### config.mk
export PLATFORM = sky130hd
export DESIGN_NAME = spwm_top
export DESIGN_NICKNAME = d
export VERILOG_FILES = /design/src/rtl/spwm_pkg.sv /design/src/rtl/spwm_regs.sv /design/src/rtl/spwm_timebase.sv /design/src/rtl/spwm_chan.sv /design/src/rtl/spwm_top.sv
export SDC_FILE = /design/constraint.sdc
export NUM_CORES = 1
export LEC_CHECK = 0
export BUFFER_PORTS_ARGS = -buffer_cell sky130_fd_sc_hd__buf_4
export CAP_MARGIN = 20
export CORE_MARGIN = 2
export CORE_UTILIZATION = 40
export CTS_BUF_LIST = sky130_fd_sc_hd__clkbuf_4 sky130_fd_sc_hd__clkbuf_8 sky130_fd_sc_hd__clkbuf_16
export CTS_CLUSTER_DIAMETER = 100
export DETAILED_ROUTE_END_ITERATION = 7
export PLACE_DENSITY = 0.7
export SLEW_MARGIN = 30
export SYNTH_ARGS = -nofsm -noshare
export SYNTH_HDL_FRONTEND = slang
export SYNTH_HIERARCHICAL = 1
export SYNTH_SLANG_ARGS = --single-unit
### constraint.sdc
create_clock -name clk -period 4.15 [get_ports clk]
set_clock_uncertainty 0.15 [all_clocks]
set_input_delay 0.6225 -clock clk [delete_from_list [all_inputs] [get_ports clk]]
set_output_delay 0.6225 -clock clk [all_outputs]
set_load 0.005 [all_outputs]
### src/rtl/spwm_pkg.sv
package spwm_pkg;
   // Fixed widths of the datapath
   localparam int DATA_W    = 32;
   localparam int CNT_W     = 8;
   localparam int PRE_W     = 8;
   localparam int NIB       = PRE_W / 2;

   // Register byte addresses
   localparam int CTRL_BYTE = 'h50;
   localparam int IRQ_BYTE  = 'h54;
   localparam int MAX_CH    = CTRL_BYTE / 4;

   // Control word field positions
   localparam int PLO_LSB   = 0;
   localparam int RUN_BIT   = 9;
   localparam int PHI_LSB   = 11;
   localparam int IRQ_BIT   = 0;

   localparam logic [CNT_W-1:0] CNT_LAST = {CNT_W{1'b1}};
endpackage

### src/rtl/spwm_regs.sv
module spwm_regs
   import spwm_pkg::*;
#(
   parameter int NUM_CH = 1,
   parameter int ADDR_W = 8
) (
   input  logic                    clk,
   input  logic                    rst_n,
   input  logic                    reg_valid,
   input  logic                    reg_write,
   input  logic [ADDR_W-1:0]       reg_addr,
   input  logic [DATA_W-1:0]       reg_wdata,
   output logic [DATA_W-1:0]       reg_rdata,
   input  logic                    wrap_i,
   output logic                    run_en_o,
   output logic [PRE_W-1:0]        act_pre_o,
   output logic [NUM_CH*CNT_W-1:0] act_duty_o
);
   localparam logic [ADDR_W-1:0] CTRL_A = ADDR_W'(CTRL_BYTE);
   localparam logic [ADDR_W-1:0] IRQ_A  = ADDR_W'(IRQ_BYTE);

   logic wr_acc, rd_acc;
   logic ctrl_hit, irq_hit;
   logic shadow_ld;

   logic [NIB-1:0]   plo_q, phi_q, plo_nx, phi_nx;
   logic             run_q, run_nx;
   logic             irq_q, irq_nx;
   logic [PRE_W-1:0] act_pre_q;

   logic [NUM_CH-1:0][CNT_W-1:0] duty_flat;
   logic [DATA_W-1:0]            rd_val;
   logic                         unused_wbits;

   assign wr_acc   = reg_valid &  reg_write;
   assign rd_acc   = reg_valid & ~reg_write;
   assign ctrl_hit = (reg_addr == CTRL_A);
   assign irq_hit  = (reg_addr == IRQ_A);

   // Holding registers load from the next-state value, so a write made
   // on the wrap cycle is picked up by that same wrap.
   assign shadow_ld = wrap_i | ~run_q;

   assign unused_wbits = ^{reg_wdata[DATA_W-1:PHI_LSB+NIB],
                           reg_wdata[RUN_BIT+1], reg_wdata[CNT_W]};

   always_comb begin
      plo_nx = plo_q;
      phi_nx = phi_q;
      run_nx = run_q;
      irq_nx = irq_q;
      if (wr_acc && ctrl_hit) begin
         plo_nx = reg_wdata[PLO_LSB +: NIB];
         phi_nx = reg_wdata[PHI_LSB +: NIB];
         run_nx = reg_wdata[RUN_BIT];
      end
      if (wr_acc && irq_hit) begin
         irq_nx = reg_wdata[IRQ_BIT];
      end
   end

   always_ff @(posedge clk) begin
      if (!rst_n) begin
         plo_q     <= '0;
         phi_q     <= '0;
         run_q     <= 1'b0;
         irq_q     <= 1'b0;
         act_pre_q <= '0;
      end else begin
         plo_q <= plo_nx;
         phi_q <= phi_nx;
         run_q <= run_nx;
         irq_q <= irq_nx;
         if (shadow_ld) begin
            act_pre_q <= {phi_nx, plo_nx};
         end
      end
   end

   for (genvar ch = 0; ch < NUM_CH; ch++) begin : g_duty
      localparam logic [ADDR_W-1:0] DUTY_A = ADDR_W'(4 * ch);
      logic             hit;
      logic [CNT_W-1:0] duty_q, duty_nx, act_q;

      assign hit     = (reg_addr == DUTY_A);
      assign duty_nx = (wr_acc && hit) ? reg_wdata[CNT_W-1:0] : duty_q;

      always_ff @(posedge clk) begin
         if (!rst_n) begin
            duty_q <= '0;
            act_q  <= '0;
         end else begin
            duty_q <= duty_nx;
            if (shadow_ld) begin
               act_q <= duty_nx;
            end
         end
      end

      assign duty_flat[ch]                    = duty_q;
      assign act_duty_o[ch*CNT_W +: CNT_W] = act_q;
   end

   always_comb begin
      rd_val = '0;
      if (ctrl_hit) begin
         rd_val[PLO_LSB +: NIB] = plo_q;
         rd_val[PHI_LSB +: NIB] = phi_q;
         rd_val[RUN_BIT]        = run_q;
      end
      if (irq_hit) begin
         rd_val[IRQ_BIT] = irq_q;
      end
      for (int i = 0; i < NUM_CH; i++) begin
         if (reg_addr == ADDR_W'(4 * i)) begin
            rd_val[CNT_W-1:0] = duty_flat[i];
         end
      end
   end

   always_ff @(posedge clk) begin
      if (!rst_n) begin
         reg_rdata <= '0;
      end else if (rd_acc) begin
         reg_rdata <= rd_val;
      end
   end

   assign run_en_o  = run_q;
   assign act_pre_o = act_pre_q;
endmodule

### src/rtl/spwm_timebase.sv
module spwm_timebase
   import spwm_pkg::*;
(
   input  logic             clk,
   input  logic             rst_n,
   input  logic             run_en,
   input  logic [PRE_W-1:0] act_pre,
   output logic [CNT_W-1:0] cnt_o,
   output logic [PRE_W-1:0] div_o,
   output logic             wrap_o
);
   logic [PRE_W-1:0] div_q;
   logic [CNT_W-1:0] cnt_q;
   logic             tick;

   assign tick   = run_en && (div_q == act_pre);
   assign wrap_o = tick && (cnt_q == CNT_LAST);

   always_ff @(posedge clk) begin
      if (!rst_n) begin
         div_q <= '0;
         cnt_q <= '0;
      end else if (!run_en) begin
         div_q <= '0;
         cnt_q <= '0;
      end else if (tick) begin
         div_q <= '0;
         cnt_q <= cnt_q + 1'b1;
      end else begin
         div_q <= div_q + 1'b1;
      end
   end

   assign cnt_o = cnt_q;
   assign div_o = div_q;
endmodule

### src/rtl/spwm_chan.sv
module spwm_chan
   import spwm_pkg::*;
#(
   parameter bit OUT_REG = 1'b0
) (
   input  logic             clk,
   input  logic             rst_n,
   input  logic             run_en,
   input  logic [CNT_W-1:0] cnt,
   input  logic [CNT_W-1:0] duty,
   output logic             pwm_o
);
   logic level;

   assign level = run_en && (cnt <= duty);

   if (OUT_REG) begin : g_flop
      logic q;
      always_ff @(posedge clk) begin
         if (!rst_n) q <= 1'b0;
         else        q <= level;
      end
      assign pwm_o = q;
   end else begin : g_comb
      logic unused_clk;
      assign unused_clk = clk ^ rst_n;
      assign pwm_o      = level;
   end
endmodule

### src/rtl/spwm_top.sv
module spwm_top
   import spwm_pkg::*;
#(
   parameter int NUM_CH  = 1,
   parameter int ADDR_W  = 8,
   parameter bit OUT_REG = 1'b0
) (
   input  logic              clk,
   input  logic              rst_n,
   input  logic              reg_valid,
   input  logic              reg_write,
   input  logic [ADDR_W-1:0] reg_addr,
   input  logic [31:0]       reg_wdata,
   output logic [31:0]       reg_rdata,
   output logic [NUM_CH-1:0] pwm_out
);
   if (NUM_CH < 1 || NUM_CH > MAX_CH) begin : g_bad_ch
      $error("spwm_top: NUM_CH out of range");
   end
   if (ADDR_W < 7) begin : g_bad_addr
      $error("spwm_top: ADDR_W too narrow for the control word");
   end

   logic                    run_en;
   logic                    wrap_w;
   logic [PRE_W-1:0]        act_pre;
   logic [PRE_W-1:0]        div_w;
   logic [CNT_W-1:0]        cnt_w;
   logic [NUM_CH*CNT_W-1:0] act_duty;

   spwm_regs #(.NUM_CH(NUM_CH), .ADDR_W(ADDR_W)) u_regs (
      .clk        (clk),
      .rst_n      (rst_n),
      .reg_valid  (reg_valid),
      .reg_write  (reg_write),
      .reg_addr   (reg_addr),
      .reg_wdata  (reg_wdata),
      .reg_rdata  (reg_rdata),
      .wrap_i     (wrap_w),
      .run_en_o   (run_en),
      .act_pre_o  (act_pre),
      .act_duty_o (act_duty)
   );

   spwm_timebase u_tb (
      .clk     (clk),
      .rst_n   (rst_n),
      .run_en  (run_en),
      .act_pre (act_pre),
      .cnt_o   (cnt_w),
      .div_o   (div_w),
      .wrap_o  (wrap_w)
   );

   for (genvar ch = 0; ch < NUM_CH; ch++) begin : g_ch
      spwm_chan #(.OUT_REG(OUT_REG)) u_chan (
         .clk    (clk),
         .rst_n  (rst_n),
         .run_en (run_en),
         .cnt    (cnt_w),
         .duty   (act_duty[ch*CNT_W +: CNT_W]),
         .pwm_o  (pwm_out[ch])
      );
   end
endmodule

==> impl_metrics.csv <==
group,metric,value,unit
cells_and_area,design_area,3610,um^2
timing,max_freq,396,MHz
routing,via_per_inst,5.23,
synthesis,synth_top_area_frac,0.397,
routing,drt_pass1_iterations,4,
routing,drt_iter0_markers,139,
worst_hold_path,hold_class,"reg -> reg",
floorplan,start_util,0.411,
timing,timing.final.hold_violations,0,
grt,grt_max_degree,51,
cells_and_area,syn_to_final_growth,13.6,%
place,gp_congestion,0.793,
synthesis,async_flop_share,0,
power,p_leak,0.00135,uW
floorplan,rows,32,
synthesis,ys_seq_area_frac,0.397,
cts,tritoncts,"done",
place,port_buffers,38,
timing,final-setup-viol-count,0,
outcome,status,"finished, final reports clean",
synthesis,synth_top_cell_by_area,"dfxtp_1",
floorplan,core_area,7730,um^2
synthesis,yosysMostFrequentCell,"dfxtp_1",
synthesis,synth_commonest_cells,"dfxtp_1 (63), nand3_1 (29), nand2_1 (27), buf_4 (21)",
power,powerDensity,311,nW/um^2
cts,cts_resized,0,
floorplan,die_x,93.2,um
grt,grt_pass1_wl,11100,um
grt,first_global_vias,2412,
grt,gr-total-overflow,0,
grt,grt_usage,0.160,
synthesis,synthDistinctLibCells,48,
setup_path,critical_path_arrival,1750,ps
setup_path,crit_type,"reg -> out",
routing,final_antenna_net_count,0,
synthesis,syn_avg_cell_area,9.38,um^2
setup_path,crit_fanout,5,
place,dp_hpwl,4900,um
run,max-cap-violations,0,
power,power,1120,uW
routing,wirelength,6730,um
floorplan,die_area,8680,um^2
setup_path,end_kind,"output pin",
timing,relSlewSlack,0.421,
cts,clockBufferDepth,2,
timing,worst_slew_pin_slew,866,ps
cells_and_area,layout-drive-gt1-share,0.197,
cts,postCtsSetupBuffers,0,
routing,drc_errors,0,
synthesis,ys_ff_latch,63,
cts,htree_num_levels,3,
cts,numCtsBuffers,9,
cells_and_area,nets,429,
cts,hold_buffers,0,
setup_path,required,3380,ps
cts,clk_latency,330,ps
synthesis,synth_edf_count,0,
cells_and_area,insertedDiodeCount,0,
timing,drv_slew,0,
cts,clk_pin_slew,70,ps
cts,cts_root_buf,"clkbuf_8",
routing,dr_total_vias,2522,
routing,wire_per_inst,14.0,um
synthesis,synthCells,339,
synthesis,mappedNetlistArea,3180,um^2
power,vdd_drop_max,0.173,mV
setup_path,cp-start-kind,"flip-flop",
place,place_area,3440,um^2
synthesis,synth_ff_type,"dfxtp_1",
cts,cts.sinks,63,
synthesis,ys_top_cells_by_area,"dfxtp_1 (40%), buf_4 (5.0%), nand3_1 (4.6%)",
timing,finalSetupTns,0,ps
floorplan,ioPinCount,77,
grt,antenna_found_initial,0,
synthesis,ys_warn_count,6,
floorplan,die_h,93.2,um
timing,rsz0062_at_grt,"no",
timing,finalCritPeriodShare,0.608,
timing,min_period,2520,ps
## cells in the final DEF, fill, tap and decap left out, types with 2 or more instances in the layout
master | netlist | layout
and3_1 | 5 | 5
inv_1 | 8 | 8
mux2i_1 | 14 | 14
nor2_1 | 4 | 4
nor2b_1 | 14 | 14
xor2_1 | 5 | 5
a31oi_1 | 6 | 6
nand4_4 | 2 | 2
a21oi_1 | 19 | 19
clkinvlp_4 | 0 | 3
a21boi_1 | 18 | 18
o21ai_0 | 19 | 19
nand3_1 | 29 | 29
or4_1 | 4 | 4
clkbuf_8 | 2 | 9
nand4_1 | 5 | 5
and2_2 | 2 | 2
nor3_1 | 7 | 7
a22o_1 | 3 | 3
and2_1 | 2 | 2
xnor2_2 | 7 | 7
clkinv_2 | 0 | 3
o31ai_1 | 6 | 6
nand2_1 | 27 | 27
dfxtp_1 | 63 | 63
nor4_1 | 3 | 3
or3_1 | 2 | 2
conb_1 | 1 | 19
nand2b_1 | 5 | 4
buf_4 | 21 | 38
ha_1 | 10 | 10
xnor2_1 | 2 | 2
## state kept, by name, summed over array words and instances, names as in the netlist
signal	count
u_tb/div_o	8
u_regs/run_en_o	1
u_regs/act_pre_o	8
u_tb/cnt_o	8
u_regs/plo_q	4
u_regs/irq_q	1
u_regs/reg_rdata	13
u_regs/phi_q	4
u_regs/duty_flat	8
u_regs/act_duty_o	8
## power by group
group	total, uW	internal [uW]	leakage [uW]	switching [uW]
Combinational	56.4	24.7	0.000759	31.7
Sequential	605	604	0.000507	0.216
Clock	462	220	0.0000815	242
## worst max-delay path, cell delays in order, from the launching register on
cell and delay (ps):
dfxtp_1 350, ha_1 310, nand4_1 130, or3_1 390
o31ai_1 90, buf_4 160
## per-stage QoR
step / hold slack [ps] / util / worst slack [ps] / cells
finish: 306 / 0.467 / 1630 / 482
CTS: 308 / 0.467 / 1520 / 482
detailed placement: 298 / 0.445 / 1540 / 466
floorplan: 296 / - / 2200 / 357
global placement: 289 / 0.445 / 1690 / 466
global route: 328 / 0.467 / 1490 / 482
## cell families after synthesis
logic type      Yosys count  share of synthesized area
buf+inv                  39                     0.0787
simple gates            124                      0.240
other cells               1                    0.00118
xor+xnor                 14                     0.0551
flops                    63                      0.397
fa+ha+maj                10                     0.0394
mux                      14                     0.0441
compound gates           74                      0.144
## worst paths after layout
check / startpoint / slack (ps) / depth (start not counted) / endpoint
min: u_regs/reg_rdata[6] / 310 / 2 / u_regs/reg_rdata[6]
max reg2reg: u_tb/div_o[7] / 1830 / 7 / u_regs/act_pre_o[4]
max: u_tb/cnt_o[6] / 1630 / 5 / pwm_out
min reg2reg: u_regs/reg_rdata[6] / 310 / 2 / u_regs/reg_rdata[6]
## cell type report
cell class                      count  area (um^2)
Tap cell                          102          128
Timing Repair Buffer               38          285
Multi-Input combinational cell    255         1740
Inverter                            8         30.0
Clock inverter                      6         37.5
Clock buffer                       10          131
Sequential cell                    63         1260
Fill cell                         732         4120
## layer usage
layer  track usage  wire length, um  vias to the layer above
li1              -                -                     1255
met1         0.223             3250                     1207
met2         0.246             3200                       54
met3        0.0355              248                        6
met4        0.0490               27                        0
met5             0                0                        -
Note: power is estimated with default switching activity, not from simulation.
